$ cat src/rtl/adc_pkg.sv
package adc_pkg;
  localparam int RES_W      = 12;
  localparam int CH_W       = 3;
  localparam int FRAME_W    = 1 + CH_W + RES_W;
  localparam int CTRL_W     = 12;
  localparam int TRACK_EDGE = 14;

  // control field positions inside ctrl word
  localparam int CW_WRITE   = 11;
  localparam int CW_SEQ     = 10;
  localparam int CW_ADDR_LO = 7;
  localparam int CW_PM_LO   = 5;
  localparam int CW_SHADOW  = 4;

  localparam logic [1:0] PM_ON  = 2'b11;
  localparam logic [1:0] PM_OFF = 2'b10;

  typedef enum logic [1:0] {
    PWR_ON   = 2'd0,
    PWR_OFF  = 2'd1,
    PWR_WAKE = 2'd2
  } pwr_e;
endpackage

$ cat src/rtl/adc_frame_engine.sv
module adc_frame_engine
  import adc_pkg::*;
(
  input  logic               clk_i,
  input  logic               rst_ni,
  input  logic               cs_lvl_i,
  input  logic               cs_fall_i,
  input  logic               cs_rise_i,
  input  logic               sclk_rise_i,
  input  logic               sclk_fall_i,
  input  logic               din_i,
  input  logic               drive_ok_i,
  input  logic [FRAME_W-1:0] load_i,
  output logic               dout_o,
  output logic               dout_en_o,
  output logic               hold_o,
  output logic               done_o,
  output logic [FRAME_W-1:0] word_o
);
  localparam int CNT_W = $clog2(FRAME_W + 1);
  localparam logic [CNT_W-1:0] CNT_END   = CNT_W'(FRAME_W);
  localparam logic [CNT_W-1:0] CNT_LAST  = CNT_W'(FRAME_W - 1);
  localparam logic [CNT_W-1:0] CNT_TRACK = CNT_W'(TRACK_EDGE);
  localparam logic [CNT_W-1:0] CNT_PRE   = CNT_W'(TRACK_EDGE - 1);

  logic               active_q, en_q, hold_q, done_q;
  logic [CNT_W-1:0]   fcnt_q, rcnt_q;
  logic [FRAME_W-1:0] sout_q, sin_q;

  always_ff @(posedge clk_i or negedge rst_ni) begin
    if (!rst_ni) begin
      active_q <= 1'b0;
      en_q     <= 1'b0;
      hold_q   <= 1'b0;
      done_q   <= 1'b0;
      fcnt_q   <= '0;
      rcnt_q   <= '0;
      sout_q   <= '0;
      sin_q    <= '0;
    end else begin
      done_q <= 1'b0;
      if (cs_fall_i) begin
        active_q <= 1'b1;
        en_q     <= drive_ok_i;
        hold_q   <= 1'b1;
        fcnt_q   <= '0;
        rcnt_q   <= '0;
        sout_q   <= load_i;
      end else if (cs_rise_i) begin
        active_q <= 1'b0;
        en_q     <= 1'b0;
        hold_q   <= 1'b0;
      end else if (active_q) begin
        if (sclk_fall_i && fcnt_q < CNT_END) begin
          fcnt_q <= fcnt_q + CNT_W'(1);
          sout_q <= {sout_q[FRAME_W-2:0], 1'b0};
          if (fcnt_q == CNT_PRE) hold_q <= 1'b0;
        end
        if (sclk_rise_i && rcnt_q < CNT_END) begin
          rcnt_q <= rcnt_q + CNT_W'(1);
          sin_q  <= {sin_q[FRAME_W-2:0], din_i};
          if (rcnt_q == CNT_LAST) done_q <= 1'b1;
        end
      end
    end
  end

  assign dout_o    = sout_q[FRAME_W-1] & en_q;
  assign dout_en_o = en_q & active_q;
  assign hold_o    = hold_q;
  assign done_o    = done_q;
  assign word_o    = sin_q;

  AST_TRACK_AFTER_EDGE: assert property (@(posedge clk_i) disable iff (!rst_ni)
    (fcnt_q >= CNT_TRACK) |-> !hold_o);
  AST_DRIVE_NEEDS_CS: assert property (@(posedge clk_i) disable iff (!rst_ni)
    (dout_en_o && cs_lvl_i) |-> cs_rise_i);
  AST_DONE_SINGLE: assert property (@(posedge clk_i) disable iff (!rst_ni)
    done_o |=> !done_o);
endmodule

$ cat config.mk
export PLATFORM = sky130hd
export DESIGN_NAME = adc_frame_engine
export DESIGN_NICKNAME = d
export VERILOG_FILES = /design/src/rtl/adc_pkg.sv /design/src/rtl/adc_frame_engine.sv
export SDC_FILE = /design/constraint.sdc
export NUM_CORES = 1
export LEC_CHECK = 0
export ABC_AREA = 1
export CAP_MARGIN = 25
export CORE_MARGIN = 2
export CORE_UTILIZATION = 39
export DETAILED_ROUTE_END_ITERATION = 8
export GPL_TIMING_DRIVEN = 0
export PLACE_DENSITY = 0.63
export SLEW_MARGIN = 20
export SYNTH_ARGS = -nofsm -noshare
export SYNTH_HDL_FRONTEND = slang
export SYNTH_SLANG_ARGS = --single-unit
$ cat constraint.sdc
create_clock -name clk_i -period 2.1 [get_ports clk_i]
set_input_delay 0.315 -clock clk_i [delete_from_list [all_inputs] [get_ports clk_i]]
set_output_delay 0.315 -clock clk_i [all_outputs]
set_load 0.05 [all_outputs]
==> out/qor.yml <==
io_pins: 45
final_common_cell: "nand2_1"
grt_overflow_total: 0
netlist_area_um2: 2100
avgSynthCellArea_um2: 8.57
r2r_setup_slack_ns: 0.81
hp-class: "in -> async"
setup_violations: 0
io_buffers: 43
grt_usage_pct: 16.5
num_vias: 1768
layout_common_cells: "nand2_1 (90), nand3_1 (54), dfrtp_1 (46)"
maxSlewViolCount: 0
hold_viol: 0
die_y_um: 77.4
drtIter0Drc: 112
start_util_pct: 40.8
num_rows: 26
synth_cell_type_count: 20
fin_area_um2: 2790
reg2reg_depth: 7
synth_warnings: 0
start_kind: "flop"
slew_headroom_pct: 64.8
yosysSeqAreaShare_pct: 54.8
synth_top_area_share_pct: 54.8
yosys.area.top_type: "dfrtp_1"
cp_max_fo: 3
period_minus_slack_ns: 1.91
grt_antenna_before_repair: 0
tritoncts.num_buffers: 5
grt_max_degree: 19
fin_setup_tns_ns: 0
ir_worst_vdd_uv: 681
cts_hold_buffers: 1
die_w_um: 77.4
post_cts_buffers: 0
n_antenna_cell: 0
cts.repair.resized: 0
path_clk_slew_ns: 0.09
routed_wl_mm: 4.40
crit_slowest_cell: "clkdlybuf4s50_1"
r2r-start: "rcnt_q[0]"
cts_tree: "built"
rsz0062_at_grt: "no"
coreArea_um2: 5140
synth_nets: 274
status: "completed"
p_per_area_nw_per_um2: 753
cts-htree-levels: 2
route.detailed.drc: 0
clk-insertion-delay-late_ns: 0.31
nNetsFinal: 327
worst_slew_pin_slew_ns: 0.529
cp_data_arrival_time_ns: 1.60
via_per_inst: 4.79
path_class: "reg -> out"
clock-sinks: 46
fmax_mhz: 523
routabilityCongestion: 0.771
postSynthCellCount: 245
num-fill-cells: 506
grt_pass1_vias: 1663
leakage_nw: 1.36
crit_path_end_kind: "primary output"
yosys-top-cells-area: "dfrtp_1 (55%), nand2_1 (16%), nand3_1 (13%)"
crit_family: "buffers and inverters"
grt_pass1_wl_mm: 7.77
clockRootBuffer: "clkbuf_8"
syn2layout_area_growth_pct: 32.8
drive_above_1_share_pct: 10.4
path_cells: "nand2_1 > inv_1 > clkdlybuf4s50_1"
ys_ff_latch: 46
clock_path_buffers: 2
ant_nets: 0
r2r_end: "rcnt_q[4]"
cp.buffers_inverters: 2
wl_per_cell_um: 11.9
fin_crit_sh_pct: 91.0
dr.pass1.iters: 4
layout_setup_ws_ns: 0.189
postPlaceCellArea_um2: 2670
place_hpwl_mm: 3.18
crit_required_ns: 1.78
cap_violations: 0
p_total_mw: 2.10
fin_skew_ns: 0.00569
critPathMaxStageDelay_ns: 0.79
pre_cts_ws_ns: 0.365
placed_cells: 360
die_area_um2: 5990
final_cells: 369
[where the power goes]
part	internal [mW]	switching (mW)	leakage (nW)
Sequential	0.962	0.0508	0.600
Clock	0.333	0.303	0.0575
Combinational	0.171	0.281	0.706
[cell families (layout without fill, tap and decap cells)]
family / Yosys count / after routing / share of synthesized area [%]
simple gates: 160 / 160 / 33.7
flops: 46 / 46 / 54.8
fa+ha+maj: 4 / 4 / 2.38
xor+xnor: 1 / 1 / 0.417
buf+inv: 25 / 79 / 6.55
compound gates: 9 / 9 / 2.15
[flip-flops by register name, summed over array words and instances, names as in the netlist]
signal,flops
fcnt_q,5
hold_o,1
sout_q,16
en_q,1
done_o,1
word_o,16
rcnt_q,5
active_q,1
[worst max-delay path by stage]
stage | startpoint | end | slack (ns) | cells past startpoint
after detailed placement | cs_fall_i | sout_q[9] | 0.37 | 4
final | active_q | dout_en_o | 0.19 | 3
after CTS | active_q | dout_en_o | 0.18 | 3
after global routing | en_q | dout_en_o | 0.08 | 3
after global placement | rst_ni | word_o[14] | -0.61 | 1
after floorplan | rcnt_q[0] | rcnt_q[4] | 0.90 | 7
[stage by stage]
step | utilization [%] | hold WS [ns]
final | 54.2 | 0.445
after global routing | 54.2 | 0.480
after CTS | 54.2 | 0.452
after detailed placement | 51.9 | 0.249
after global placement | 50.9 | 0.458
after floorplan | - | 0.0194
[synth_stat cells (all sizes together)]
library cell / n
o21ai: 5
or2: 1
inv: 13
nand3: 54
a21oi: 4
nand2: 92
dfrtp: 46
nor3: 1
clkbuf: 1
nor2: 12
buf: 11
ha: 4
xor2: 1
[routing by layer]
| layer | GRT usage (%) | part of all wire, % |
|---|---|---|
| met2 | 26.3 | 46 |
| met1 | 21.3 | 48 |
| met3 | 4.30 | 4.3 |
| met4 | 6.96 | 1.8 |
| met5 | 0 | 0 |
[cell type report]
cell class | instances | area [um^2] | area share [%]
flip-flops and latches | 46 | 1150 | 41.3
repair buffers | 46 | 490 | 17.6
inverters | 13 | 48.8 | 1.75
well taps | 70 | 87.6 | 3.14
plain buffers | 12 | 88.8 | 3.19
multi-input cells | 174 | 811 | 29.1
clock buffers | 8 | 110 | 3.95
No activity file was read; power rests on OpenSTA's default activity.
